**src/rtl/hbr_pkg.sv**
```systemverilog
package hbr_pkg;

    localparam int SMP_W    = 13;
    localparam int COEF_W   = 13;
    localparam int NTAPS    = 55;
    localparam int CTR      = (NTAPS - 1) / 2;
    localparam int NPAIR    = (CTR + 1) / 2;
    localparam int NTERM    = NPAIR + 1;
    localparam int TREE_LV  = $clog2(NTERM);
    localparam int PRE_W    = SMP_W + 1;
    localparam int PROD_W   = PRE_W + COEF_W;
    localparam int SUM_W    = PROD_W + TREE_LV + 1;
    localparam int OUT_W    = 20;
    localparam int ACC_W    = 24;
    localparam int ACC_DROP = ACC_W - OUT_W;
    localparam int DEC_LSB  = 1 + ACC_DROP;
    localparam int INT_LSB  = DEC_LSB + 1;
    localparam int CTR_SH   = COEF_W - 2;
    localparam int LIM_MAG  = 1 << (OUT_W - 2);

    typedef logic signed [SMP_W-1:0]  smp_t;
    typedef logic signed [COEF_W-1:0] coef_t;
    typedef logic signed [PRE_W-1:0]  pre_t;
    typedef logic signed [PROD_W-1:0] prod_t;
    typedef logic signed [SUM_W-1:0]  sum_t;

    typedef enum logic {
        MODE_DEC = 1'b0,
        MODE_INT = 1'b1
    } hb_mode_e;

    typedef struct packed {
        logic     vld;
        hb_mode_e mode;
    } hb_tag_t;

    // Side weight for the pair at odd distance 2j+1 from the centre, scale 2^-12.
    function automatic coef_t hb_coef(int j);
        case (j)
            0:  return 13'sd1296;
            1:  return -13'sd420;
            2:  return 13'sd240;
            3:  return -13'sd160;
            4:  return 13'sd114;
            5:  return -13'sd84;
            6:  return 13'sd62;
            7:  return -13'sd46;
            8:  return 13'sd33;
            9:  return -13'sd23;
            10: return 13'sd15;
            11: return -13'sd9;
            12: return 13'sd5;
            13: return -13'sd2;
            default: return '0;
        endcase
    endfunction

endpackage

```
**src/rtl/hbr_tap_line.sv**
```systemverilog
module hbr_tap_line
    import hbr_pkg::*;
#(
    parameter int N = NTAPS
) (
    input  logic    clk,
    input  logic    rst,
    input  logic    mode_interp,
    input  logic    in_valid,
    input  smp_t    in_data,
    output smp_t    taps_o [N],
    output hb_tag_t tag_o,
    output logic    zero_pend_o
);

    logic zero_pend;
    logic dec_phase;
    logic smp_tick;
    logic step;
    smp_t step_x;

    // A pending zero step always takes the cycle; a sample offered then is dropped.
    always_comb begin
        smp_tick = in_valid && !zero_pend;
        step     = smp_tick || zero_pend;
        step_x   = zero_pend ? '0 : in_data;
    end

    always_ff @(posedge clk) begin
        if (rst) begin
            zero_pend <= 1'b0;
            dec_phase <= 1'b0;
            tag_o     <= '0;
        end else begin
            zero_pend <= smp_tick && mode_interp;
            if (smp_tick && !mode_interp) begin
                dec_phase <= !dec_phase;
            end
            tag_o.vld  <= step && (zero_pend || mode_interp || !dec_phase);
            tag_o.mode <= (zero_pend || mode_interp) ? MODE_INT : MODE_DEC;
        end
    end

    for (genvar k = 0; k < N; k++) begin : g_tap
        if (k == 0) begin : g_head
            always_ff @(posedge clk) begin
                if (rst) begin
                    taps_o[k] <= '0;
                end else if (step) begin
                    taps_o[k] <= step_x;
                end
            end
        end else begin : g_body
            always_ff @(posedge clk) begin
                if (rst) begin
                    taps_o[k] <= '0;
                end else if (step) begin
                    taps_o[k] <= taps_o[k-1];
                end
            end
        end
    end

    assign zero_pend_o = zero_pend;

    // after a sample step in interpolate mode, the next step carries a zero
    a_r3_zero_step: assert property (@(posedge clk) disable iff (rst)
        (smp_tick && mode_interp) |=> (step && step_x == '0));

endmodule

```
**src/rtl/hbr_mac.sv**
```systemverilog
module hbr_mac
    import hbr_pkg::*;
#(
    parameter int N = NTAPS
) (
    input  logic    clk,
    input  logic    rst,
    input  smp_t    taps_i [N],
    input  hb_tag_t tag_i,
    output sum_t    sum_o,
    output hb_tag_t tag_o
);

    localparam int C      = (N - 1) / 2;
    localparam int NP     = (C + 1) / 2;
    localparam int NLV    = $clog2(NP + 1);
    localparam int NLEAF  = 1 << NLV;
    localparam int NINNER = NLEAF - 1;
    localparam int NSTG   = 2 + NLV;

    pre_t    pre_q  [NP];
    smp_t    ctr_q;
    prod_t   prod_q [NP];
    prod_t   ctr_term_q;
    sum_t    leaf   [NLEAF];
    sum_t    inner  [NINNER];
    hb_tag_t tag_p  [NSTG];

    // Taps at even nonzero distance carry zero weight and are never read.
    logic unused_even_taps;
    always_comb begin
        unused_even_taps = 1'b0;
        for (int k = 1; k < N; k += 2) begin
            unused_even_taps = unused_even_taps ^ (^taps_i[k]);
        end
    end

    // Stage 1: symmetric pre-add, centre tap passed through
    for (genvar j = 0; j < NP; j++) begin : g_pair
        localparam int D = 2 * j + 1;
        always_ff @(posedge clk) begin
            pre_q[j]  <= PRE_W'(taps_i[C-D]) + PRE_W'(taps_i[C+D]);
            prod_q[j] <= PROD_W'(pre_q[j]) * PROD_W'(hb_coef(j));
        end
    end

    // Stage 2 for the centre: weight one half is a plain shift
    always_ff @(posedge clk) begin
        ctr_q      <= taps_i[C];
        ctr_term_q <= PROD_W'(ctr_q) <<< CTR_SH;
    end

    for (genvar i = 0; i < NLEAF; i++) begin : g_leaf
        if (i < NP) begin : g_prod
            assign leaf[i] = SUM_W'(prod_q[i]);
        end else if (i == NP) begin : g_ctr
            assign leaf[i] = SUM_W'(ctr_term_q);
        end else begin : g_pad
            assign leaf[i] = '0;
        end
    end

    // Registered binary adder tree in heap order; node n sums nodes 2n+1 and 2n+2
    for (genvar n = 0; n < NINNER; n++) begin : g_node
        localparam int L = 2 * n + 1;
        localparam int R = 2 * n + 2;
        if (L >= NINNER) begin : g_from_leaf
            always_ff @(posedge clk) begin
                inner[n] <= leaf[L-NINNER] + leaf[R-NINNER];
            end
        end else begin : g_from_node
            always_ff @(posedge clk) begin
                inner[n] <= inner[L] + inner[R];
            end
        end
    end

    always_ff @(posedge clk) begin
        if (rst) begin
            for (int s = 0; s < NSTG; s++) begin
                tag_p[s] <= '0;
            end
        end else begin
            tag_p[0] <= tag_i;
            for (int s = 1; s < NSTG; s++) begin
                tag_p[s] <= tag_p[s-1];
            end
        end
    end

    assign sum_o = inner[0];
    assign tag_o = tag_p[NSTG-1];

endmodule

```
**src/rtl/hbr_out_fmt.sv**
```systemverilog
module hbr_out_fmt
    import hbr_pkg::*;
(
    input  logic             clk,
    input  logic             rst,
    input  sum_t             sum_i,
    input  hb_tag_t          tag_i,
    output logic             out_valid,
    output logic [OUT_W-1:0] out_data
);

    sum_t             q_int;
    logic [OUT_W-1:0] word;
    hb_mode_e         mode_q;

    logic unused_lsbs;
    assign unused_lsbs = ^sum_i[DEC_LSB-1:0];

    always_comb begin
        q_int = sum_i >>> INT_LSB;
        if (tag_i.mode == MODE_INT) begin
            if (q_int > SUM_W'(LIM_MAG - 1)) begin
                word = OUT_W'(LIM_MAG - 1);
            end else if (q_int < -SUM_W'(LIM_MAG)) begin
                word = OUT_W'(-LIM_MAG);
            end else begin
                word = q_int[OUT_W-1:0];
            end
        end else begin
            word = sum_i[DEC_LSB+OUT_W-1:DEC_LSB];
        end
    end

    always_ff @(posedge clk) begin
        if (rst) begin
            out_valid <= 1'b0;
            out_data  <= '0;
            mode_q    <= MODE_DEC;
        end else begin
            out_valid <= tag_i.vld;
            if (tag_i.vld) begin
                out_data <= word;
                mode_q   <= tag_i.mode;
            end
        end
    end

    // interpolate results stay inside the clamp window
    a_r7_no_overflow: assert property (@(posedge clk) disable iff (rst)
        (out_valid && mode_q == MODE_INT) |->
            ($signed(out_data) <= $signed(OUT_W'(LIM_MAG - 1)) &&
             $signed(out_data) >= $signed(OUT_W'(-LIM_MAG))));

    // decimate results are never in adjacent cycles
    a_r4_dec_spacing: assert property (@(posedge clk) disable iff (rst)
        (out_valid && mode_q == MODE_DEC) |=> !(out_valid && mode_q == MODE_DEC));

    // an interpolate burst always starts with a pair
    a_r3_pair: assert property (@(posedge clk) disable iff (rst)
        (out_valid && mode_q == MODE_INT && !$past(out_valid)) |=> out_valid);

endmodule

```
**src/rtl/hb_resampler.sv**
```systemverilog
module hb_resampler
    import hbr_pkg::*;
(
    input  logic        clk,
    input  logic        rst,
    input  logic        mode_interp,
    input  logic        in_valid,
    input  logic [12:0] in_data,
    output logic        out_valid,
    output logic [19:0] out_data
);

    smp_t    taps [NTAPS];
    hb_tag_t tag_line;
    hb_tag_t tag_mac;
    sum_t    sum_mac;
    logic    zero_pend;

    hbr_tap_line #(.N(NTAPS)) u_line (
        .clk         (clk),
        .rst         (rst),
        .mode_interp (mode_interp),
        .in_valid    (in_valid),
        .in_data     (smp_t'(in_data)),
        .taps_o      (taps),
        .tag_o       (tag_line),
        .zero_pend_o (zero_pend)
    );

    hbr_mac #(.N(NTAPS)) u_mac (
        .clk   (clk),
        .rst   (rst),
        .taps_i(taps),
        .tag_i (tag_line),
        .sum_o (sum_mac),
        .tag_o (tag_mac)
    );

    hbr_out_fmt u_fmt (
        .clk      (clk),
        .rst      (rst),
        .sum_i    (sum_mac),
        .tag_i    (tag_mac),
        .out_valid(out_valid),
        .out_data (out_data)
    );

    // eight cycles from an accepted interpolate sample to its output
    a_r2_latency: assert property (@(posedge clk) disable iff (rst)
        (in_valid && mode_interp && !zero_pend) |-> ##8 out_valid);

    // reset silences the output
    a_r1_reset_quiet: assert property (@(posedge clk)
        rst |=> (!out_valid && out_data == '0));

endmodule

```
**config.mk**
```make
export PLATFORM = sky130hd
export DESIGN_NAME = hb_resampler
export DESIGN_NICKNAME = d
export VERILOG_FILES = /design/src/rtl/hbr_pkg.sv /design/src/rtl/hbr_tap_line.sv /design/src/rtl/hbr_mac.sv /design/src/rtl/hbr_out_fmt.sv /design/src/rtl/hb_resampler.sv
export SDC_FILE = /design/constraint.sdc
export NUM_CORES = 2
export LEC_CHECK = 0
export BUFFER_PORTS_ARGS = -buffer_cell sky130_fd_sc_hd__buf_2
export CAP_MARGIN = 40
export CORE_UTILIZATION = 30
export DETAILED_ROUTE_END_ITERATION = 8
export GPL_ROUTABILITY_DRIVEN = 0
export HOLD_SLACK_MARGIN = 0.15
export PLACE_DENSITY = 0.48
export SLEW_MARGIN = 30
export SYNTH_ARGS = -nofsm -noshare
export SYNTH_HDL_FRONTEND = slang
export SYNTH_SLANG_ARGS = --single-unit
```
**constraint.sdc**
```tcl
create_clock -name clk -period 11.05 [get_ports clk]
set_input_delay 2.21 -clock clk [delete_from_list [all_inputs] [get_ports clk]]
set_output_delay 2.21 -clock clk [all_outputs]
set_load 0.01 [all_outputs]
```
# After elaboration in Yosys (flattened, before gate mapping)
# Memory sizes are Yosys's and may differ from the RTL's.
# Index checks and enable logic that the tools add are counted.
# totals
ff_bits,766
latch_bits,0
ram_bits,1066
rom_bits,0
in_bits,17
out_inout_bits,21
word_cells,141
mem_count,4
# memory_table
memory,depth,width,rd,rd_clocked_by_memory_dff,wr,line,text
u_mac.inner,15,32,15,0,15,hbr_mac.sv:26,sum_t inner [NINNER];
u_mac.prod_q,14,27,14,0,14,hbr_mac.sv:23,prod_t prod_q [NP];
u_mac.pre_q,14,14,14,0,14,hbr_mac.sv:21,pre_t pre_q [NP];
u_mac.tag_p,6,2,6,0,6,hbr_mac.sv:27,hb_tag_t tag_p [NSTG];
# op_classes
addsub,29
multipliers,13
div,0
n_lt_le_gt_ge,2
n_eq_ne,0
n_shift,0
muxes,14
bitwise,6
reduce_logical,10
# op_table
cell,count
32-bit adder,7
13-bit by 13-bit adder with 14-bit output,14
27-bit by 27-bit adder with 28-bit output,7
14-bit by 6-bit multiplier with 20-bit output (second input constant),4
20-bit two-way mux,3
14-bit by 5-bit multiplier with 19-bit output (second input constant),3
14-bit by 8-bit multiplier with 22-bit output (second input constant),2
14-bit by 7-bit multiplier with 21-bit output (second input constant),2
14-bit by 4-bit multiplier with 18-bit output (second input constant),2
26-bit by 19-bit > comparator with 1-bit output (second input constant),1
26-bit by 19-bit less-than comparator with 1-bit output (second input constant),1
14-bit negation with 26-bit output,1
13-bit two-way mux,1
2-bit two-way mux,6
1-bit bitwise OR,6
1-bit logical AND,4
1-bit two-way mux,4
1-bit logical NOT,3
1-bit logical OR,3

# Depth between registers and ports, before layout
# An unclocked memory read counts as a cell.
# depth
ltp_word,5
ltp_mapped,19
mapped_depth_nobuf,19

# Cells and area by module
# A second synthesis with hierarchy kept.
# unflattened
cells_unflattened,9771
hier_area_um2,90822.1
# by_module_without_submodules
mod,instances,cells_each,area_each_um2,seq_area_each_um2
hbr_mac,1,6532,62230.9,18818.0
hbr_tap_line,1,3102,27515.1,14393.8
hbr_out_fmt,1,137,1076.0,420.4

# Worst setup path before layout
# Ideal clock, no wire load.
# synth_path
path_type,flip-flop to flip-flop
startpoint,memory u_mac.pre_q[0][72] (netlist bit)
endpoint,memory u_mac.prod_q[0][155] (netlist bit)
setup_time_ns,0.118
t_arrival_ns,4.093
required_time_ns,10.932
slack_ns,6.839
stages_incl_launch_ff,20
n_path_buf,0
period_less_slack_ns,4.211
path_cell_list,dfxtp_1 inv_1 ha_1 inv_1 ha_1 inv_1 fa_1 inv_1 fa_1 inv_1 fa_1 nor2b_1 o21ai_0 a21boi_0 o21ai_0 a211oi_1 nor3_1 o41ai_1 a21oi_1 xnor2_1
# synth_rtl
item,line
"start, declared",hbr_mac.sv:21
"end, declared",hbr_mac.sv:23

==> impl_metrics.csv <==
group,metric,value,unit
status,status,"complete, no violations",
synthesis,synth_edf_count,0,
placed_design,postPlaceCellArea,0.0910,sq mm
layout,final_util,33.8,%
route,wl_per_cell,15.3,um
synthesis,ys_seq_area_share,38.6,%
worst_hold_path,min_path_type,"register to register",
route,via_per_inst,4.61,
clock_network,clk_pin_slew_worst_paths,0.06,ns
worst_hold_path,whs_path_depth,0,
clock_network,cts_made_buffers,181,
pwr,clkPwrFrac,44.8,%
timing,finalHoldViolCount,0,
pwr,p_leak,43.1,nW
pwr,switching_share,24.9,%
die,core-area,0.288,sq mm
timing,slew_violations,0,
run,cap_violations,0,
clock_network,cts.path.max_buffers,3,
layout,fillCellCount,29632,
synthesis,netlist_instances,9676,
synthesis,synth_warnings,0,
synthesis,syn_area,0.0867,sq mm
clock_network,clockRootBuffer,"clkbuf_16",
die,die_y,540,um
clock_network,cts_setup_buffers,0,
global_route,grt_max_degree,211,
synthesis,synth-async-reset-ratio,0,%
timing,finClkSkew,0.0354,ns
pwr,intPower,0.0104,W
timing,min_period,4.67,ns
clock_network,cts_tree,"built",
synthesis,synth-main-ff-cell,"dfxtp_1",
setup_path,crit_type,"register to register",
global_route,grt_first_pass_wirelength,336000,um
layout,drive_gt1_share,4.56,%
timing,setup_tns,0,ns
route,firstDrtPassIters,6,
setup_path,critical_path_arrival,5.41,ns
die,die_area,0.291,sq mm
pwr,seqPwrFrac,46.5,%
setup_path,critPathLaunchType,"register",
layout,syn2layout_area_growth,12.2,%
synthesis,synth-seq-cells,1674,
synthesis,syn_avg_cell_area,8.96,sq um
clock_network,cts_htree_levels,4,
clock_network,postCtsResizedCells,0,
timing,maxSlewHeadroom,40.3,%
route,drt_iter0_markers,3038,
layout,post-route-cell-area,0.0973,sq mm
layout,fin_cells,13599,
die,fp-row-count,197,
setup_path,crit_fanout,5,
global_route,first_global_vias,62018,
timing,setup_ws,6.38,ns
die,io_pins,38,
synthesis,synth_nets,11049,
pwr,p_switching,0.00344,W
pwr,peakVddDrop,0.127,mV
placed_design,dp_hpwl,161000,um
setup_path,cp-end-kind,"register",
route,drtAntennaViolNets,0,
die,start_util,30.1,%
setup_path,worstPathRequired,11.79,ns
global_route,track_usage,14.2,%
placed_design,portBuffers,37,
clock_network,clkSinkCount,1674,
global_route,globalRouteOverflowTotal,0,
route,vias,62692,
placed_design,pre_cts_ws,6.09,ns
clock_network,postCtsHoldBufs,0,
pwr,combPwrFrac,8.7,%
timing,max_freq,214,MHz
timing,rsz0062_at_grt,"false",
route,remaining_drc_errors,0,
timing,setup_violations,0,
clock_network,clkLatencyLatePin,0.83,ns
timing,worst_pin_slew,0.896,ns
route,wirelength,208000,um
setup_path,reg2reg_depth,18,
global_route,antenna_found_initial,11,
timing,period_share,42.3,%
pwr,powerDensity,142,mW/mm^2
layout,layout.nets,11035,
placed_design,dp.cells,13255,
die,die_x,540,um
synthesis,synth_cell_types,85,
-- flip-flops by register name, indices dropped and copies added, names as in the netlist, 2 cells and up --
register,cells
u_mac.tag_p,12
u_mac.pre_q,196
u_line.tag_o,2
u_line.taps_o,715
u_mac.ctr_q,13
u_mac.inner,415
u_mac.prod_q,285
u_fmt.out_data,20
u_mac.ctr_term_q,13
-- Yosys cell counts (all sizes together) (8+ instances only) --
| master | number | area, sq um |
|---|---|---|
| o31ai | 29 | 245 |
| a41o | 16 | 160 |
| clkbuf | 246 | 923 |
| a31oi | 45 | 282 |
| nand2 | 1651 | 6200 |
| o21a | 59 | 443 |
| dfxtp | 1674 | 33500 |
| a211o | 11 | 97.6 |
| o41ai | 39 | 409 |
| a21oi | 1089 | 5450 |
| or3 | 43 | 274 |
| a21boi | 38 | 285 |
| a2111oi | 11 | 129 |
| a211oi | 42 | 320 |
| o211ai | 12 | 90.1 |
| nand2b | 65 | 407 |
| a311oi | 12 | 105 |
| xor2 | 127 | 1110 |
| nor2b | 110 | 688 |
| o21ai | 273 | 1370 |
| o2111ai | 12 | 105 |
| a31o | 19 | 166 |
| fa | 273 | 5470 |
| o221ai | 19 | 173 |
| nor3 | 137 | 686 |
| mux2 | 8 | 90.1 |
| o31a | 9 | 78.8 |
| o221a | 9 | 101 |
| nand4 | 25 | 156 |
| and3 | 43 | 269 |
| o22ai | 8 | 50.1 |
| nand3 | 113 | 566 |
| or2 | 29 | 181 |
| o21bai | 74 | 556 |
| mux2i | 21 | 210 |
| xnor2 | 486 | 4260 |
| ha | 1083 | 13600 |
| inv | 981 | 3680 |
| nor2 | 445 | 1670 |
| and2 | 25 | 156 |
| a21o | 166 | 1250 |
| o41a | 8 | 90.1 |
| buf | 16 | 60.1 |
-- per-layer routing --
layer  track usage (%)  vias to the layer above  routed length [um]
met2              23.7                      818               95000
met1              19.0                    29308              101000
met3              1.68                      270                6360
met5                 0                        -                   0
li1                  -                    32296                   -
met4              4.58                        0                5920
-- power groups by stage --
| stage | Combinational [W] | Clock [W] | Sequential (W) |
|---|---|---|---|
| after floorplan | 0.000921 | 0 | 0.00649 |
| after CTS | 0.00120 | 0.00640 | 0.00642 |
| after global placement | 0.00118 | 0 | 0.00656 |
| after global routing | 0.00135 | 0.00665 | 0.00644 |
| final | 0.00120 | 0.00619 | 0.00642 |
| after detailed placement | 0.00120 | 0 | 0.00656 |
-- cell families after synthesis --
logic type	synth area share, %
XOR/XNOR	6.19
AO/OA/AOI/OAI	14.2
AND/OR/NAND/NOR	13.3
multiplexers	0.346
buffers and inverters	5.38
adder cells (fa/ha/maj)	21.9
flip-flops	38.6
-- layout by cell type (no fill, tap or decap), types with 33 or more instances in the layout --
cell       synthesis  layout
nand2_1         1651    1651
o21a_1            59      59
nand3_1          113     113
or3_1             42      42
o21bai_1          74      74
nand2b_1          65      65
nor2b_1          110     110
nor3_1           137     137
clkbuf_1         246      41
clkbuf_8           0      33
dfxtp_1         1674    1673
buf_2              0      36
xor2_1           127     127
nor2_1           445     444
a21boi_0          36      36
ha_1            1083    1083
inv_1            981     981
clkbuf_16          0     182
a211oi_1          41      41
a21oi_1         1088    1088
xnor2_1          486     486
o21ai_0          259     259
fa_1             273     273
a21o_1           166     166
a31oi_1           45      45
and3_1            43      43
-- worst max-delay path, cell delays in order (launching register included) --
cell	delay, ns
dfxtp_1	0.47
ha_1	0.20
inv_1	0.05
fa_1	0.53
inv_1	0.04
ha_1	0.26
inv_1	0.05
fa_1	0.48
inv_1	0.04
ha_1	0.31
nor2b_1	0.14
o21ai_0	0.24
a21boi_1	0.16
o41ai_1	0.39
o21ai_0	0.25
o41ai_2	0.47
o2111ai_1	0.20
a21oi_1	0.21
xnor2_1	0.14
-- through the flow --
step	hold slack [ns]	total power, W
after floorplan	0.310	0.00741
after global placement	0.313	0.00773
after detailed placement	0.312	0.00775
after CTS	0.325	0.0140
after global routing	0.331	0.0144
final	0.324	0.0138
-- final timing paths --
check	startpoint	slack (ns)	end
worst max register to register	u_mac.pre_q[0][18]$_DFF_P_	6.38	u_mac.prod_q[0][49]$_DFF_P_
worst max-delay path	u_mac.pre_q[0][18]$_DFF_P_	6.38	u_mac.prod_q[0][49]$_DFF_P_
worst min register to register	u_mac.inner[3][39]$_DFF_P_	0.32	u_mac.inner[1][71]$_DFF_P_
worst min-delay path	u_mac.inner[3][39]$_DFF_P_	0.32	u_mac.inner[1][71]$_DFF_P_
-- area by class of cell --
type | instances | area [sq um] | area share, %
multi-input cells | 6759 | 48600 | 49.9
flip-flops and latches | 1674 | 33500 | 34.4
clock buffers | 256 | 5160 | 5.31
well taps | 3781 | 4730 | 4.86
inverters | 981 | 3680 | 3.79
clock inverters | 75 | 958 | 0.985
repair buffers | 65 | 631 | 0.648
diodes | 8 | 20.0 | 0.0206
No activity file was read; power rests on OpenSTA's default activity.
